**src/rtl/fx_pkg.sv**
```systemverilog
package fx_pkg;

    typedef enum logic [1:0] {
        MODE_WORD = 2'd0,
        MODE_HALF = 2'd1,
        MODE_BYTE = 2'd2,
        MODE_RSVD = 2'd3
    } fx_mode_e;

    typedef enum logic [1:0] {
        ST_FETCH = 2'd0,
        ST_DRAIN = 2'd1,
        ST_FAULT = 2'd2
    } fx_state_e;

endpackage

```
**src/rtl/fx_align_chk.sv**
```systemverilog
module fx_align_chk
    import fx_pkg::*;
#(
    parameter int DATA_W = 32,
    localparam int OFF_W = $clog2(DATA_W / 8)
) (
    input  fx_mode_e         mode,
    input  logic [OFF_W-1:0] addr_lo,
    output logic             misaligned
);

    always_comb begin
        unique case (mode)
            MODE_HALF: misaligned = addr_lo[0];
            MODE_BYTE: misaligned = 1'b0;
            default:   misaligned = |addr_lo;
        endcase
    end

endmodule

```
**src/rtl/fx_lane_sel.sv**
```systemverilog
module fx_lane_sel
    import fx_pkg::*;
#(
    parameter int DATA_W = 32,
    localparam int NB    = DATA_W / 8,
    localparam int NH    = NB / 2,
    localparam int OFF_W = $clog2(NB)
) (
    input  logic [DATA_W-1:0] word,
    input  logic [OFF_W-1:0]  off,
    input  fx_mode_e          mode,
    output logic [DATA_W-1:0] insn
);

    logic [7:0]  byte_lane [NB];
    logic [15:0] half_lane [NH];

    for (genvar b = 0; b < NB; b++) begin : g_byte
        assign byte_lane[b] = word[8*b +: 8];
    end

    for (genvar h = 0; h < NH; h++) begin : g_half
        assign half_lane[h] = word[16*h +: 16];
    end

    always_comb begin
        unique case (mode)
            MODE_HALF: insn = DATA_W'(half_lane[off[OFF_W-1:1]]);
            MODE_BYTE: insn = DATA_W'(byte_lane[off]);
            default:   insn = word;
        endcase
    end

endmodule

```
**src/rtl/fx_ctrl.sv**
```systemverilog
module fx_ctrl
    import fx_pkg::*;
#(
    parameter int ADDR_W = 32,
    parameter int DATA_W = 32,
    localparam int NB    = DATA_W / 8,
    localparam int OFF_W = $clog2(NB)
) (
    input  logic              clk,
    input  logic              rst_n,
    input  fx_mode_e          mode_in,
    input  logic              stall_i,
    input  logic              redirect_i,
    input  logic [ADDR_W-1:0] redirect_addr_i,
    input  logic [DATA_W-1:0] mem_rdata_i,
    output logic              mem_req_o,
    output logic [ADDR_W-1:0] mem_addr_o,
    output logic              mem_seq_o,
    output logic [DATA_W-1:0] word_o,
    output logic [OFF_W-1:0]  off_o,
    output fx_mode_e          mode_o,
    output logic              insn_valid_o,
    output logic              align_err_o
);

    fx_state_e         state_q, state_d;
    logic [ADDR_W-1:0] pc_q, pc_d;
    logic              seq_q, seq_d;
    fx_mode_e          mode_q, mode_d;
    logic [DATA_W-1:0] word_q, word_d;

    logic              go, mode_chg, redir_mis, pc_mis, lane_last;
    logic [OFF_W:0]    step, off_sum;

    fx_align_chk #(.DATA_W(DATA_W)) u_chk_redir (
        .mode       (mode_in),
        .addr_lo    (redirect_addr_i[OFF_W-1:0]),
        .misaligned (redir_mis)
    );

    fx_align_chk #(.DATA_W(DATA_W)) u_chk_pc (
        .mode       (mode_in),
        .addr_lo    (pc_q[OFF_W-1:0]),
        .misaligned (pc_mis)
    );

    assign go       = !stall_i;
    assign mode_chg = (mode_in != mode_q);

    always_comb begin
        unique case (mode_q)
            MODE_HALF: step = (OFF_W+1)'(2);
            MODE_BYTE: step = (OFF_W+1)'(1);
            default:   step = (OFF_W+1)'(NB);
        endcase
        off_sum   = {1'b0, pc_q[OFF_W-1:0]} + step;
        lane_last = off_sum[OFF_W];
    end

    // next-state and datapath updates
    always_comb begin
        state_d = state_q;
        pc_d    = pc_q;
        seq_d   = seq_q;
        mode_d  = mode_q;
        word_d  = word_q;
        if (go && redirect_i) begin
            mode_d = mode_in;
            seq_d  = 1'b0;
            if (redir_mis) begin
                state_d = ST_FAULT;
            end else begin
                pc_d    = redirect_addr_i;
                state_d = ST_FETCH;
            end
        end else if (go && mode_chg) begin
            mode_d = mode_in;
            seq_d  = 1'b0;
            if (state_q == ST_FAULT || pc_mis) state_d = ST_FAULT;
            else                               state_d = ST_FETCH;
        end else if (go) begin
            unique case (state_q)
                ST_FETCH: begin
                    word_d  = mem_rdata_i;
                    seq_d   = 1'b1;
                    state_d = ST_DRAIN;
                end
                ST_DRAIN: begin
                    pc_d = pc_q + ADDR_W'(step);
                    if (lane_last) state_d = ST_FETCH;
                end
                ST_FAULT: state_d = ST_FAULT;
                default:  state_d = ST_FETCH;
            endcase
        end
    end

    // state register
    always_ff @(posedge clk or negedge rst_n) begin
        if (!rst_n) begin
            state_q <= ST_FETCH;
            pc_q    <= '0;
            seq_q   <= 1'b0;
            mode_q  <= MODE_WORD;
            word_q  <= '0;
        end else begin
            state_q <= state_d;
            pc_q    <= pc_d;
            seq_q   <= seq_d;
            mode_q  <= mode_d;
            word_q  <= word_d;
        end
    end

    // outputs
    always_comb begin
        mem_req_o    = 1'b0;
        insn_valid_o = 1'b0;
        align_err_o  = 1'b0;
        unique case (state_q)
            ST_FETCH: mem_req_o    = go && !redirect_i && !mode_chg;
            ST_DRAIN: insn_valid_o = go && !redirect_i && !mode_chg;
            ST_FAULT: align_err_o  = 1'b1;
            default:  ;
        endcase
        mem_addr_o = {pc_q[ADDR_W-1:OFF_W], OFF_W'(0)};
        mem_seq_o  = mem_req_o && seq_q;
        word_o     = word_q;
        off_o      = pc_q[OFF_W-1:0];
        mode_o     = mode_q;
    end

    // ---------------- assertions ----------------
    logic [ADDR_W-1:0] last_rd_q;
    always_ff @(posedge clk or negedge rst_n) begin
        if (!rst_n)         last_rd_q <= '0;
        else if (mem_req_o) last_rd_q <= mem_addr_o;
    end

    p_seq_addr_r5: assert property (@(posedge clk) disable iff (!rst_n)
        (mem_req_o && mem_seq_o) |-> (mem_addr_o == last_rd_q + ADDR_W'(NB)));

    p_stall_freeze_r6: assert property (@(posedge clk) disable iff (!rst_n)
        stall_i |=> ($stable(pc_q) && $stable(state_q) && $stable(mode_q)));

    p_misalign_fault_r8: assert property (@(posedge clk) disable iff (!rst_n)
        (go && redirect_i && redir_mis) |=> align_err_o);

    p_fault_quiet_r8: assert property (@(posedge clk) disable iff (!rst_n)
        align_err_o |-> (!mem_req_o && !insn_valid_o));

    p_hold_word_r3: assert property (@(posedge clk) disable iff (!rst_n)
        (insn_valid_o && !lane_last) |=> !mem_req_o);

    p_read_to_drain_r11: assert property (@(posedge clk) disable iff (!rst_n)
        mem_req_o |=> (state_q == ST_DRAIN));

endmodule

```
**src/rtl/fx_fetch_unit.sv**
```systemverilog
module fx_fetch_unit
    import fx_pkg::*;
#(
    parameter int ADDR_W = 32,
    parameter int DATA_W = 32,
    localparam int NB    = DATA_W / 8,
    localparam int OFF_W = $clog2(NB)
) (
    input  logic              clk,
    input  logic              rst_n,
    input  logic [1:0]        mode_i,
    input  logic              stall_i,
    input  logic              redirect_i,
    input  logic [ADDR_W-1:0] redirect_addr_i,
    input  logic [DATA_W-1:0] mem_rdata_i,
    output logic              mem_req_o,
    output logic [ADDR_W-1:0] mem_addr_o,
    output logic              mem_seq_o,
    output logic [DATA_W-1:0] insn_o,
    output logic              insn_valid_o,
    output logic              align_err_o
);

    fx_mode_e          mode_held;
    logic [DATA_W-1:0] word_buf;
    logic [OFF_W-1:0]  word_off;

    fx_ctrl #(.ADDR_W(ADDR_W), .DATA_W(DATA_W)) u_ctrl (
        .clk             (clk),
        .rst_n           (rst_n),
        .mode_in         (fx_mode_e'(mode_i)),
        .stall_i         (stall_i),
        .redirect_i      (redirect_i),
        .redirect_addr_i (redirect_addr_i),
        .mem_rdata_i     (mem_rdata_i),
        .mem_req_o       (mem_req_o),
        .mem_addr_o      (mem_addr_o),
        .mem_seq_o       (mem_seq_o),
        .word_o          (word_buf),
        .off_o           (word_off),
        .mode_o          (mode_held),
        .insn_valid_o    (insn_valid_o),
        .align_err_o     (align_err_o)
    );

    fx_lane_sel #(.DATA_W(DATA_W)) u_lane (
        .word (word_buf),
        .off  (word_off),
        .mode (mode_held),
        .insn (insn_o)
    );

    p_addr_word_r10: assert property (@(posedge clk) disable iff (!rst_n)
        mem_req_o |-> (mem_addr_o[OFF_W-1:0] == '0));

endmodule

```
**config.mk**
```make
export PLATFORM = sky130hd
export DESIGN_NAME = fx_fetch_unit
export DESIGN_NICKNAME = d
export VERILOG_FILES = /design/src/rtl/fx_pkg.sv /design/src/rtl/fx_align_chk.sv /design/src/rtl/fx_lane_sel.sv /design/src/rtl/fx_ctrl.sv /design/src/rtl/fx_fetch_unit.sv
export SDC_FILE = /design/constraint.sdc
export NUM_CORES = 1
export LEC_CHECK = 0
export BUFFER_PORTS_ARGS = -buffer_cell sky130_fd_sc_hd__buf_2
export CORE_MARGIN = 3
export CORE_UTILIZATION = 51
export CTS_BUF_LIST = sky130_fd_sc_hd__clkbuf_8 sky130_fd_sc_hd__clkbuf_16
export DETAILED_ROUTE_END_ITERATION = 10
export HOLD_SLACK_MARGIN = 0.03
export PLACE_DENSITY = 0.8
export SETUP_SLACK_MARGIN = 0.05
export SLEW_MARGIN = 20
export SYNTH_ARGS = -nofsm -noshare
export SYNTH_HDL_FRONTEND = slang
export SYNTH_SLANG_ARGS = --single-unit
```
**constraint.sdc**
```tcl
create_clock -name clk -period 3.14 [get_ports clk]
set_clock_uncertainty 0.2 [all_clocks]
set_input_delay 0.314 -clock clk [delete_from_list [all_inputs] [get_ports clk]]
set_output_delay 0.314 -clock clk [all_outputs]
set_load 0.1 [all_outputs]
```
==> out/qor.yml <==
sta:
  fin_hold_ws_ns: 0.0493
  setup_viol: 0
  max_freq_mhz: 340
  setup_ws_ns: 0.198
  hold_viol_final: 0
  tns_ns: 0
  finalCritPeriodShare: 0.937
  rsz0062_at_grt: "true"
  fin_crit_ns: 2.94
  timing_max_transition_violations_final: 0
  worst_pin_slew_ns: 0.908
  slew_headroom: 0.395
critical_path:
  rrSetupSlack_ns: 0.20
  r2r_end: "u_ctrl.pc_q[14]"
  start_kind: "flip-flop"
  cp_max_fo: 5
  end_kind: "flip-flop"
  r2r-start: "u_ctrl.mode_o[0]"
  cp.arrival_ns: 2.97
  reg2reg_depth: 10
  cp.required_ns: 3.17
  critPathKind: "flip-flop to flip-flop"
global_routing:
  first_global_vias: 4470
  grt_max_degree: 70
  grt_pass1_wl_mm: 22.1
  grt_remaining_overflow: 0
  antenna_found_initial: 0
  grt_util_all_layers: 0.286
clock_network:
  cts_buffers: 9
  path_clk_slew_ns: 0.08
  cts_tree: "yes"
  cts_root_buf: "clkbuf_8"
  clkLatencyLatePin_ns: 0.35
  h-tree-depth: 3
  cts_max_path_buffers: 2
  cts_sinks: 69
floorplanning:
  die_area_sq_mm: 0.00942
  die_y_um: 97.1
  start_util: 0.536
  core.rowCount: 32
  fp.dieW_um: 97.1
  core_sq_mm: 0.00789
  boundaryPins: 138
detailed_routing:
  wl_per_cell_um: 18.8
  route.detailed.drc: 0
  drt-total-wl_mm: 13.8
  ant_nets: 0
  first_pass_iters: 5
  vias_per_cell: 6.09
  via_count: 4467
  initialDrtViolationCount: 348
power_and_ir_drop:
  power_density_mw_per_mm2: 1090
  ir_drop_mv: 0.753
  leakage_uw: 0.00269
placed_design:
  pre_cts_slack_ns: 0.172
  portBuffers: 135
  place.detailed.hpwl_mm: 8.87
  routabilityCongestion: 0.914
  place_inst: 679
cells_and_area:
  fin_nets: 704
  drive_above_1_share: 0.348
  area_growth_pct: 38.8
  multi_input_area_sq_mm: 0.00232
  final-seq-area_sq_mm: 0.00173
  diodes: 0
  fillers: 553
  instances_no_fill: 734
synth:
  synth_cell_types: 64
  syn_area_sq_mm: 0.00423
  synth_area_leaders: "dfrtp_1, mux2_2, a21oi_1, o21ai_0, nand2_1"
  netlist_instances: 462
  synth_top_area_cell: "dfrtp_1"
  yosysSeqAreaShare: 0.408
  synthArstFlopShare: 1.00
  ys_warn_count: 0
  synth_area_per_cell_sq_um: 9.16
  ys_ff_latch: 69
  synth_ff_type: "dfrtp_1"
  synth-edff-count: 0
  synth_top_area_share: 0.408
worst_hold_path:
  min-delay-start: "redirect_i"
  hold_end: "u_ctrl.state_q[1]"
  whs_path_depth: 2
  min_path_type: "input port to flip-flop"
run:
  drv_cap: 0
outcome:
  status: "finished, final reports clean"
-- sequential cells by signal, indices dropped and copies added, names as in the netlist --
register	count
u_ctrl.pc_q	32
u_ctrl.seq_q	1
u_ctrl.mode_o	2
u_ctrl.state_q	2
u_ctrl.word_o	32
-- stage by stage --
stage | util | cell area, sq um | total power, uW
2_1_floorplan | - | 4260 | 4410
3_3_place_gp | 0.662 | 5220 | 5300
3_5_place_dp | 0.662 | 5220 | 5370
4_1_cts | 0.738 | 5820 | 6320
5_1_grt | 0.745 | 5870 | 6640
6_report | 0.745 | 5870 | 6410
-- cells by family (layout without fill, tap and decap cells) --
group	count (synthesis)	count (layout)	share of synthesized area
adder cells (fa/ha/maj)	7	7	0.0225
flip-flops	69	69	0.408
AO/OA/AOI/OAI	151	151	0.231
buffers and inverters	48	217	0.0562
XOR/XNOR	3	3	0.00621
other	1	2	0.000886
multiplexers	36	36	0.0944
AND/OR/NAND/NOR	147	147	0.180
-- cells in the mapped netlist (all sizes together) (9+ instances only) --
master	count
a22oi	11
nand3	14
nand4	10
mux2	31
clkbuf	15
nand2	37
o22ai	11
buf	19
and2	23
dfrtp	69
nor2	26
and3	9
inv	13
o21ai	39
a21oi	39
-- what timing repair did --
item                                    in CTS  in global routing
setup buffers                                0                  4
gates resized for setup                      0                  7
hold endpoints to repair                   103                  0
hold buffers                                35                  0
endpoints found under the setup margin       0                 10
-- per-layer routing --
layer	global-route usage	routed length, um	part of all wire	up-vias
met2	0.482	6820	0.49	222
met5	0	0	0	-
met1	0.362	5600	0.40	2170
met3	0.0596	982	0.071	48
met4	0.107	423	0.031	0
li1	-	-	-	2027
-- critical path, stage by stage (launching register included) --
cell and delay, ns:
dfrtp_1 0.42, inv_1 0.07, ha_1 0.20, ha_2 0.22, inv_1 0.06, fa_1 0.42, nand2b_1 0.23, a2111o_1 0.51
or3_1 0.32, o21ai_0 0.08, a21oi_1 0.10
-- placed cells by master, fill, tap and decap left out, types with 6 or more instances in the layout --
master / n
mux2_2: 31
buf_12: 16
buf_2: 119
and2_1: 22
nor2_1: 24
nand4_1: 10
a22oi_1: 11
o21ai_2: 6
nand2_1: 37
o22ai_1: 11
dlygate4sd3_1: 35
inv_1: 12
and3_1: 8
clkbuf_8: 10
o21ai_0: 28
buf_4: 16
dfrtp_1: 69
a21oi_1: 38
nand3_1: 14
-- area by class of cell --
type,count,area share
Tap cell,102,0.0217
Clock buffer,10,0.0234
Timing Repair Buffer,187,0.237
Inverter,14,0.00959
Multi-Input combinational cell,346,0.395
Clock inverter,6,0.0187
Sequential cell,69,0.294
-- where the power goes --
| group | switching [uW] | leakage, uW | internal [uW] |
|---|---|---|---|
| Sequential | 348 | 0.000821 | 1220 |
| Clock | 365 | 0.000119 | 548 |
| Combinational | 2880 | 0.00175 | 1050 |
-- worst max path at each step --
stage                     startpoint               to  slack [ns]  depth (start not counted)
floorplan           u_ctrl.mode_o[0]        insn_o[0]        0.12                          7
global placement    u_ctrl.mode_o[1]  u_ctrl.pc_q[14]        0.23                          9
detailed placement  u_ctrl.mode_o[1]  u_ctrl.pc_q[14]        0.17                          9
CTS                 u_ctrl.mode_o[1]  u_ctrl.pc_q[14]        0.14                          9
global route        u_ctrl.mode_o[0]  u_ctrl.pc_q[26]       0.008                         11
finish              u_ctrl.mode_o[0]  u_ctrl.pc_q[14]        0.20                         10
Power figures use the tool's default switching activity.
